<file path="src/rtl/bsel_pkg.sv">
// Package: shared decision type and the saturating reference-time helper
// for the rank-aware bank selector. Assumes unsigned cycle stamps.
package bsel_pkg;

    typedef enum logic {
        PICK_CROSS = 1'b0,
        PICK_SAME  = 1'b1
    } pick_e;

    // Subtract a latency from a cycle stamp, clamping at zero.
    function automatic logic [31:0] sat_sub32(input logic [31:0] a, input logic [31:0] b);
        return (a >= b) ? (a - b) : 32'd0;
    endfunction

endpackage

</file>
<file path="src/rtl/bsel_rank_scan.sv">
// Module: per-rank scan. Finds the smallest activate time among the eligible
// banks of one rank and marks every eligible bank that ties on it.
// Assumes: times packed bank-major, TIME_W bits each; the min output is
// all ones and the tie mask empty when no bank is eligible.
module bsel_rank_scan #(
    parameter int BANKS  = 8,
    parameter int TIME_W = 16
) (
    input  logic [BANKS-1:0]        elig,
    input  logic [BANKS*TIME_W-1:0] times,
    output logic                    has_any,
    output logic [TIME_W-1:0]       min_t,
    output logic [BANKS-1:0]        tie_mask
);

    // Linear minimum search over eligible banks.
    always_comb begin
        min_t   = '1;
        has_any = 1'b0;
        for (int b = 0; b < BANKS; b++) begin
            if (elig[b] && (!has_any || times[b*TIME_W +: TIME_W] < min_t)) begin
                min_t = times[b*TIME_W +: TIME_W];
            end
            if (elig[b]) has_any = 1'b1;
        end
    end

    // Mark all eligible banks that share the minimum.
    always_comb begin
        for (int b = 0; b < BANKS; b++) begin
            tie_mask[b] = elig[b] && (times[b*TIME_W +: TIME_W] == min_t);
        end
    end

endmodule

</file>
<file path="src/rtl/bsel_cross_merge.sv">
// Module: merges per-rank scan results. Separates the previous rank from the
// others, and forms the earliest-tie mask across all other ranks.
// Assumes: prev_rank may exceed NUM_RANKS-1; then no rank counts as previous.
module bsel_cross_merge #(
    parameter int RANKS  = 2,
    parameter int BANKS  = 8,
    parameter int TIME_W = 16,
    localparam int RANK_W = (RANKS > 1) ? $clog2(RANKS) : 1,
    localparam int NB     = RANKS * BANKS
) (
    input  logic [RANKS-1:0]        rank_has,
    input  logic [RANKS*TIME_W-1:0] rank_min,
    input  logic [NB-1:0]           rank_tie,
    input  logic [RANK_W-1:0]       prev_rank,
    output logic                    same_has,
    output logic [TIME_W-1:0]       same_min,
    output logic [NB-1:0]           same_mask,
    output logic                    cross_has,
    output logic [NB-1:0]           cross_mask
);

    logic [TIME_W-1:0] cross_min;

    // Pull out the previous rank's summary and place its tie mask.
    always_comb begin
        same_has  = 1'b0;
        same_min  = '1;
        same_mask = '0;
        for (int r = 0; r < RANKS; r++) begin
            if (RANK_W'(r) == prev_rank) begin
                same_has                   = rank_has[r];
                same_min                   = rank_min[r*TIME_W +: TIME_W];
                same_mask[r*BANKS +: BANKS] = rank_tie[r*BANKS +: BANKS];
            end
        end
    end

    // Earliest time among the other ranks that have candidates.
    always_comb begin
        cross_has = 1'b0;
        cross_min = '1;
        for (int r = 0; r < RANKS; r++) begin
            if (RANK_W'(r) != prev_rank && rank_has[r]) begin
                if (!cross_has || rank_min[r*TIME_W +: TIME_W] < cross_min) begin
                    cross_min = rank_min[r*TIME_W +: TIME_W];
                end
                cross_has = 1'b1;
            end
        end
    end

    // Collect tie masks of every other rank that reaches that time.
    always_comb begin
        cross_mask = '0;
        for (int r = 0; r < RANKS; r++) begin
            if (RANK_W'(r) != prev_rank && rank_has[r] &&
                rank_min[r*TIME_W +: TIME_W] == cross_min) begin
                cross_mask[r*BANKS +: BANKS] = rank_tie[r*BANKS +: BANKS];
            end
        end
    end

endmodule

</file>
<file path="src/rtl/rank_bank_selector.sv">
// Module: top of the rank-aware bank selector. Masks blocked ranks, scans
// each rank, derives the reference cycle, decides between previous-rank and
// cross-rank candidates and registers the mask.
// Assumes: bank index r*BANKS_PER_RANK+b; stamps are unsigned cycle counts.
module rank_bank_selector
    import bsel_pkg::*;
#(
    parameter int NUM_RANKS      = 2,
    parameter int BANKS_PER_RANK = 8,
    parameter int TIME_W         = 16,
    parameter int T_CL           = 12,
    parameter int T_RCD          = 12,
    localparam int RANK_W = (NUM_RANKS > 1) ? $clog2(NUM_RANKS) : 1,
    localparam int NB     = NUM_RANKS * BANKS_PER_RANK
) (
    input  logic                 clk,
    input  logic                 rst_n,
    input  logic [NB-1:0]        req_pending,
    input  logic [NB*TIME_W-1:0] act_ready_at,
    input  logic [NUM_RANKS-1:0] rank_blocked,
    input  logic [RANK_W-1:0]    prev_rank,
    input  logic                 dir_switch,
    input  logic [TIME_W-1:0]    bus_free_at,
    output logic [NB-1:0]        bank_mask
);

    localparam int PREP_OFFSET = T_CL + T_RCD;

    logic [NB-1:0]               elig;
    logic [NUM_RANKS-1:0]        rank_has;
    logic [NUM_RANKS*TIME_W-1:0] rank_min;
    logic [NB-1:0]               rank_tie;
    logic                        same_has;
    logic [TIME_W-1:0]           same_min;
    logic [NB-1:0]               same_mask;
    logic                        cross_has;
    logic [NB-1:0]               cross_mask;
    logic [TIME_W-1:0]           ref_cycle;
    pick_e                       pick;
    logic [NB-1:0]               mask_next;
    logic                        primed;

    // Per rank: drop blocked ranks, then scan for the earliest banks.
    for (genvar r = 0; r < NUM_RANKS; r++) begin : g_rank
        assign elig[r*BANKS_PER_RANK +: BANKS_PER_RANK] =
            req_pending[r*BANKS_PER_RANK +: BANKS_PER_RANK] &
            {BANKS_PER_RANK{~rank_blocked[r]}};

        bsel_rank_scan #(
            .BANKS  (BANKS_PER_RANK),
            .TIME_W (TIME_W)
        ) u_scan (
            .elig     (elig[r*BANKS_PER_RANK +: BANKS_PER_RANK]),
            .times    (act_ready_at[r*BANKS_PER_RANK*TIME_W +: BANKS_PER_RANK*TIME_W]),
            .has_any  (rank_has[r]),
            .min_t    (rank_min[r*TIME_W +: TIME_W]),
            .tie_mask (rank_tie[r*BANKS_PER_RANK +: BANKS_PER_RANK])
        );
    end

    bsel_cross_merge #(
        .RANKS  (NUM_RANKS),
        .BANKS  (BANKS_PER_RANK),
        .TIME_W (TIME_W)
    ) u_merge (
        .rank_has   (rank_has),
        .rank_min   (rank_min),
        .rank_tie   (rank_tie),
        .prev_rank  (prev_rank),
        .same_has   (same_has),
        .same_min   (same_min),
        .same_mask  (same_mask),
        .cross_has  (cross_has),
        .cross_mask (cross_mask)
    );

    // Reference cycle aligned with activate timing, clamped at zero.
    always_comb begin
        ref_cycle = TIME_W'(sat_sub32(32'(bus_free_at), 32'(PREP_OFFSET)));
    end

    // Choose previous rank on seamless follow-on or when it is the only option.
    always_comb begin
        if (!cross_has) begin
            pick = PICK_SAME;
        end else if (!dir_switch && same_has && same_min <= ref_cycle) begin
            pick = PICK_SAME;
        end else begin
            pick = PICK_CROSS;
        end
        mask_next = (pick == PICK_SAME) ? same_mask : cross_mask;
    end

    // Output register.
    always_ff @(posedge clk) begin
        if (!rst_n) bank_mask <= '0;
        else        bank_mask <= mask_next;
    end

    // Marks that the output register has been loaded once since reset.
    always_ff @(posedge clk) begin
        if (!rst_n) primed <= 1'b0;
        else        primed <= 1'b1;
    end

    // ---- assertions (port-level views for the checks) ----
    logic [NB-1:0] blocked_bits;
    logic [NB-1:0] prev_bits;
    logic          elig_any;
    logic          elig_other;

    // Port-derived views used only by the checks below.
    always_comb begin
        for (int i = 0; i < NB; i++) begin
            blocked_bits[i] = rank_blocked[i / BANKS_PER_RANK];
            prev_bits[i]    = (RANK_W'(i / BANKS_PER_RANK) == prev_rank);
        end
        elig_any   = |(req_pending & ~blocked_bits);
        elig_other = |(req_pending & ~blocked_bits & ~prev_bits);
    end

    assert_blocked_masked_R3: assert property (@(posedge clk) disable iff (!rst_n)
        primed |-> ((bank_mask & $past(blocked_bits)) == '0));

    assert_only_pending_R3: assert property (@(posedge clk) disable iff (!rst_n)
        primed |-> ((bank_mask & ~$past(req_pending)) == '0));

    assert_never_empty_R4: assert property (@(posedge clk) disable iff (!rst_n)
        (primed && $past(elig_any)) |-> (bank_mask != '0));

    assert_fallback_prev_R9: assert property (@(posedge clk) disable iff (!rst_n)
        (primed && $past(elig_any) && !$past(elig_other)) |->
        ((bank_mask != '0) && ((bank_mask & ~$past(prev_bits)) == '0)));

    assert_switch_leaves_prev_R7: assert property (@(posedge clk) disable iff (!rst_n)
        (primed && $past(dir_switch) && $past(elig_other)) |->
        ((bank_mask & $past(prev_bits)) == '0));

endmodule

</file>
<file path="config.mk">
export PLATFORM = sky130hd
export DESIGN_NAME = rank_bank_selector
export DESIGN_NICKNAME = d
export VERILOG_FILES = /design/src/rtl/bsel_pkg.sv /design/src/rtl/bsel_rank_scan.sv /design/src/rtl/bsel_cross_merge.sv /design/src/rtl/rank_bank_selector.sv
export SDC_FILE = /design/constraint.sdc
export NUM_CORES = 1
export LEC_CHECK = 0
export BUFFER_PORTS_ARGS = -buffer_cell sky130_fd_sc_hd__buf_2
export CORE_MARGIN = 2
export CORE_UTILIZATION = 35
export DETAILED_ROUTE_END_ITERATION = 8
export GPL_TIMING_DRIVEN = 1
export PLACE_DENSITY = 0.63
export SYNTH_ARGS = -nofsm -noshare
export SYNTH_HDL_FRONTEND = slang
export SYNTH_HIERARCHICAL = 1
export SYNTH_SLANG_ARGS = --single-unit
</file>
<file path="constraint.sdc">
create_clock -name clk -period 28.7 [get_ports clk]
set_input_delay 4.305 -clock clk [delete_from_list [all_inputs] [get_ports clk]]
set_output_delay 4.305 -clock clk [all_outputs]
set_load 0.1 [all_outputs]
</file>
# Yosys cells after proc, flatten, opt, wreduce, memory -nomap -nowiden
# Cells that the tools add are included.
classes:
  n_reduce_logical: 67
  eq_ne: 18
  bitwise_logic: 5
  mux: 47
  n_addsub: 1
  n_lt_le_gt_ge: 17
op_table:
  columns: ["operator", "count"]
  rows:
  - ["$mux 16", 22]
  - ["$eq 16x16->1", 18]
  - ["$lt 16x16->1", 15]
  - ["$logic_and 1x1->1", 36]
  - ["$mux 8", 4]
  - ["$mux 1", 21]
  - ["$and 8x8->8", 2]
  - ["$ge 16x5->1 const B", 1]
  - ["$le 16x16->1", 1]
  - ["$logic_not 1->1", 16]
  - ["$sub 16x5->16 const B", 1]
  - ["$logic_or 1x1->1", 15]
  - ["$not 1->1", 3]
totals:
  ff_bits: 16
  output_inout_bits: 16
  input_bits: 294
  wordCells: 156

# Logic depth before layout (Yosys ltp)
depth:
  word_depth: 40
  mapped_depth: 114
  mapped_depth_nobuf: 100

# Hierarchy
# The synthesis kept the hierarchy.
modules_own_cells:
  columns: ["mod", "cells_per_inst", "instances", "area_per_inst_um2", "seq_area_each_um2"]
  rows:
  - ["bsel_rank_scan at g_rank[1].u_scan", 1178, 1, 7870.0, 0.0]
  - ["bsel_rank_scan at g_rank[0].u_scan", 1078, 1, 7310.8, 0.0]
  - ["rank_bank_selector", 174, 1, 1401.3, 320.3]
  - ["bsel_cross_merge", 57, 1, 506.7, 0.0]

# Least setup slack after synthesis
# OpenSTA, ideal clock, no wires.
synth_timing:
  kind: "in2reg"
  startpoint: "in req_pending[8]"
  endpoint: "reg bank_mask[10]"
  setup_time_ps: 72
  n_path_buf: 18
  required_ps: 28628
  t_arrival_ps: 24636
  path_slack_ps: 3992
  stages: 105
  path_cell_list: "nor2b_1 > clkbuf_1 > clkbuf_1 > nor2b_1 > ha_1 > nand3_1 > or4_1 > o31a_1 > a21oi_2 > o21a_1 > buf_2 > buf_1 > nor2_1 > a21oi_1 > inv_1 > ha_1 > a21o_1 > a21o_1 > [... 69 more ...] > nor3_1 > or3_1 > or3_1 > inv_1 > o211ai_2 > nand2_1 > buf_2 > buf_1 > a21o_1 > inv_1 > mux2_2 > ha_1 > nand4_2 > or4_4 > a21o_1 > a31oi_4 > buf_12 > mux2i_1"
synth_between:
  word_cells_on_any_way: 65
  cone_classes: "9 x order compare; 2 x eq/ne; 26 x mux; 1 x bitwise; 27 x reduce/logical"
synth_rtl:
  columns: ["item", "line", "rtl"]
  rows:
  - ["start: declaration", "rank_bank_selector.sv:18", "input logic [NB-1:0] req_pending,"]
  - ["$and 8x8->8 *", "rank_bank_selector.sv:46", "req_pending[r*BANKS_PER_RANK +: BANKS_PER_RANK] &"]
  - ["$mux 16 or $mux 1 (tied branches)", "bsel_rank_scan.sv:21, bsel_rank_scan.sv:24", null]
  - ["$lt 16x16->1 or $logic_not 1->1 (tied branches)", "bsel_rank_scan.sv:21", "if (elig[b] && (!has_any || times[b*TIME_W +: TIME_W] < min_t)) begin"]
  - ["$logic_or 1x1->1", "bsel_rank_scan.sv:21", null]
  - ["$logic_and 1x1->1", "bsel_rank_scan.sv:21", null]
  - ["$mux 16", "bsel_rank_scan.sv:21", null]
  - ["$lt 16x16->1", "bsel_rank_scan.sv:21", null]
  - ["$logic_or 1x1->1", "bsel_rank_scan.sv:21", null]
  - ["[... 22 more ...]", null, null]
  - ["net rank_min[29]", "rank_bank_selector.sv:31", "logic [NUM_RANKS*TIME_W-1:0] rank_min;"]
  - ["$mux 16 *", "bsel_cross_merge.sv:30", "if (RANK_W'(r) == prev_rank) begin"]
  - ["net same_min[13]", "rank_bank_selector.sv:34", "logic [TIME_W-1:0] same_min;"]
  - ["$le 16x16->1 *", "rank_bank_selector.sv:86", "end else if (!dir_switch && same_has && same_min <= ref_cycle) begin"]
  - ["$logic_and 1x1->1 *", "rank_bank_selector.sv:86", null]
  - ["$mux 1 *", "rank_bank_selector.sv:86", null]
  - ["$mux 1 *", "rank_bank_selector.sv:84", "if (!cross_has) begin"]
  - ["$mux 16 *", "rank_bank_selector.sv:91", "mask_next = (pick == PICK_SAME) ? same_mask : cross_mask;"]
  - ["end signal: assignment", "rank_bank_selector.sv:97", "else bank_mask <= mask_next;"]
  - ["end: declaration", "rank_bank_selector.sv:24", "output logic [NB-1:0] bank_mask"]
# The timed path passes the listed nets; every way through them passes the cells marked *.
# A chain may end at the register's enable or synchronous reset.

# Final worst setup path
layout_timing:
  startpoint: "in rank_blocked[0]"
  endpoint: "reg bank_mask[11]"
layout_between:
  word_cells_on_any_way: 66
  cone_classes: "9 x order compare; 1 x eq/ne; 27 x mux; 2 x bitwise; 27 x reduce/logical"
layout_rtl:
  columns: ["item", "line", "rtl"]
  rows:
  - ["start: declaration", "rank_bank_selector.sv:20", "input logic [NUM_RANKS-1:0] rank_blocked,"]
  - ["$not 1->1 *", "rank_bank_selector.sv:47", "{BANKS_PER_RANK{~rank_blocked[r]}};"]
  - ["$and 8x8->8 *", "rank_bank_selector.sv:46", null]
  - ["net elig[0]", "rank_bank_selector.sv:29", "logic [NB-1:0] elig;"]
  - ["$mux 16 or $mux 1 (tied branches)", "bsel_rank_scan.sv:21, bsel_rank_scan.sv:24", null]
  - ["$lt 16x16->1 or $logic_not 1->1 (tied branches)", "bsel_rank_scan.sv:21", null]
  - ["$logic_or 1x1->1", "bsel_rank_scan.sv:21", null]
  - ["$logic_and 1x1->1", "bsel_rank_scan.sv:21", null]
  - ["$mux 16", "bsel_rank_scan.sv:21", null]
  - ["[... 24 more ...]", null, null]
  - ["net rank_min[12]", "rank_bank_selector.sv:31", null]
  - ["$mux 16 *", "bsel_cross_merge.sv:30", null]
  - ["net same_min[12]", "rank_bank_selector.sv:34", null]
  - ["$le 16x16->1 *", "rank_bank_selector.sv:86", null]
  - ["$logic_and 1x1->1 *", "rank_bank_selector.sv:86", null]
  - ["$mux 1 *", "rank_bank_selector.sv:86", null]
  - ["$mux 1 *", "rank_bank_selector.sv:84", null]
  - ["$mux 16 *", "rank_bank_selector.sv:91", null]
# Marks and branches as above.

==> results_dict.tcl <==
set metrics [dict create \
    status "finished, final reports clean" \
    slew_viol_final 0 \
    yosys-top-cells-area "ha_1, a21oi_1, inv_1" \
    dieHeight_um 225 \
    drv_cap 0 \
    core_um2 47900 \
    synthArstFlopShare 0 \
    syn_avg_cell_area_um2 6.87 \
    die_w_um 225 \
    antenna_found_initial 13 \
    grt_pass1_wl_mm 133 \
    clkTransAtPathRegs_ps 50 \
    cp-startpoint "rank_blocked[0]" \
    rows 80 \
    required_ps 28860 \
    synth_nets 2984 \
    vias 21800 \
    hold_buffers 0 \
    synth_top_cell_by_area "ha_1" \
    synth_cells 2487 \
    finalSetupViolations 0 \
    critPathMaxStageDelay_ps 590 \
    top_regs "bank_mask x16" \
    peakVddDrop_mv 0.0175 \
    grt_pass1_vias 20500 \
    design_area_um2 19300 \
    ys_warn_count 6 \
    finalSetupTns_ps 0 \
    path_class "in -> reg" \
    numCtsBuffers 3 \
    p_total_mw 0.800 \
    crit_path_start_kind "input port" \
    fin_crit_sh 0.954 \
    hold_violations 0 \
    wire_per_inst_um 27.5 \
    ys_ff_latch 16 \
    cts_root_buf "clkbuf_16" \
    cp_max_fo 37 \
    drive_above_1_share 0.190 \
    syn2layout_area_growth_pct 12.8 \
    worstSetupEndpoint "bank_mask[11]" \
    seq_area_frac_synth 0.0187 \
    final_antenna_net_count 0 \
    via_per_inst 6.49 \
    regMostFlops "bank_mask" \
    grt_max_degree 51 \
    fin_nets 3231 \
    period_minus_slack_ps 27390 \
    cp-end-kind "flip-flop" \
    p_leak_nw 9.32 \
    synth_edf_count 0 \
    place_area_um2 19200 \
    gr-usage-all-layers 0.348 \
    netlist_area_um2 17100 \
    largest_reg_flops 16 \
    initial_utilization 0.356 \
    crit_arrival_ps 27550 \
    clk_path_buf_depth 2 \
    cts-htree-levels 1 \
    gp_congestion 1.04 \
    dp.final_hpwl_mm 77.3 \
    fmax_mhz 36.5 \
    tightest_slew_ps 1220 \
    cts.sinks 16 \
    dr.pass1.iters 6 \
    cts_tree "built" \
    cp_slowest_cell "or4_4" \
    die_area_um2 50600 \
    relSlewSlack 0.176 \
    drt_iter0_markers 2994 \
    ys_top_cells_by_count "inv_1, nand2_1, ha_1, a21oi_1, nor2_1" \
    p_per_area_nw_per_um2 41.5 \
    overflow 0 \
    hold_path_startpoint "rst_n" \
    port_buffers 309 \
    wl_mm 92.3 \
    io_pins 310 \
    netlist.area_leader.share 0.149 \
    synthFlopType "dfxtp_1" \
    post-route-util 0.402 \
    post-synth-top-count-cell "inv_1" \
    ys_types 120 \
    hold_class "in -> reg" \
    drc_errors 0 \
    cp_common_cell "a21oi_1" \
]
==> stage by stage <==
step / hold slack (ps) / setup WS [ps] / cells
floorplan: 4450 / 3990 / 2487
global placement: 4790 / 550 / 3343
detailed placement: 4810 / 515 / 3343
CTS: 4550 / 729 / 3346
global route: 4580 / -37.1 / 3354
finish: 4550 / 1310 / 3355
==> placed cells by master (no fill, tap or decap), types with 46 or more instances in the layout <==
cell | synthesis | routed
a211oi_1 | 66 | 66
a21o_1 | 75 | 74
a21oi_1 | 200 | 200
buf_2 | 23 | 309
ha_1 | 203 | 203
inv_1 | 264 | 264
mux2_2 | 46 | 46
mux2i_1 | 49 | 49
nand2_1 | 212 | 212
nand4_1 | 61 | 61
nor2_1 | 168 | 166
nor2b_1 | 62 | 62
o21ai_0 | 120 | 120
xnor2_1 | 100 | 100
xor2_1 | 64 | 64
==> worst max-delay path: cells and delay by family <==
family | cells | cell delay, ps
AOI/OAI and AO/OA | 43 | 9770
and+or+nand+nor | 29 | 6780
buffers and inverters | 12 | 2550
adders and majority gates | 8 | 2400
muxes | 5 | 1650
==> repair_timing <==
action	in CTS	in global routing
resized for setup	0	6
endpoints found under the setup margin	0	16
buffers inserted	0	0
==> layout make-up <==
type	count	area, um^2
diodes	8	20.0
clock buffers	3	75.1
fillers	5146	28700
inverters	271	1020
multi-input cells	2094	15200
flip-flops and latches	16	320
well taps	615	769
repair buffers	348	1840
==> routing by layer <==
layer	global-route usage	vias to the layer above	share of wire	wire (um)
li1	-	9675	-	-
met1	0.481	10200	0.41	37900
met2	0.515	1595	0.41	37600
met3	0.0794	337	0.13	12000
met4	0.144	4	0.051	4740
met5	0	-	0.00030	28
==> worst min path at each step <==
stage	endpoint	slack, ps	depth (start not counted)
6_report	bank_mask[8]	4550	3
3_5_place_dp	bank_mask[2]	4810	3
4_1_cts	bank_mask[2]	4550	3
2_1_floorplan	bank_mask[12]	4450	2
3_3_place_gp	bank_mask[7]	4790	3
5_1_grt	bank_mask[1]	4580	3
==> power breakdown <==
group	internal, mW	total, mW	switching (mW)
clock network	0.0182	0.0261	0.00790
logic	0.271	0.752	0.481
registers	0.0224	0.0224	0.0000442
total	0.311	0.800	0.489
==> cell families (layout without fill, tap and decap cells) <==
| family | count (synthesis) | count (layout) | share of synthesized area |
|---|---|---|---|
| AO/OA/AOI/OAI | 789 | 790 | 0.322 |
| buffers and inverters | 378 | 622 | 0.0916 |
| other | 0 | 8 | 0 |
| multiplexers | 118 | 118 | 0.0812 |
| XOR/XNOR | 164 | 164 | 0.0841 |
| AND/OR/NAND/NOR | 812 | 812 | 0.250 |
| adder cells (fa/ha/maj) | 210 | 210 | 0.153 |
| flip-flops | 16 | 16 | 0.0187 |
Power figures use the tool's default switching activity.
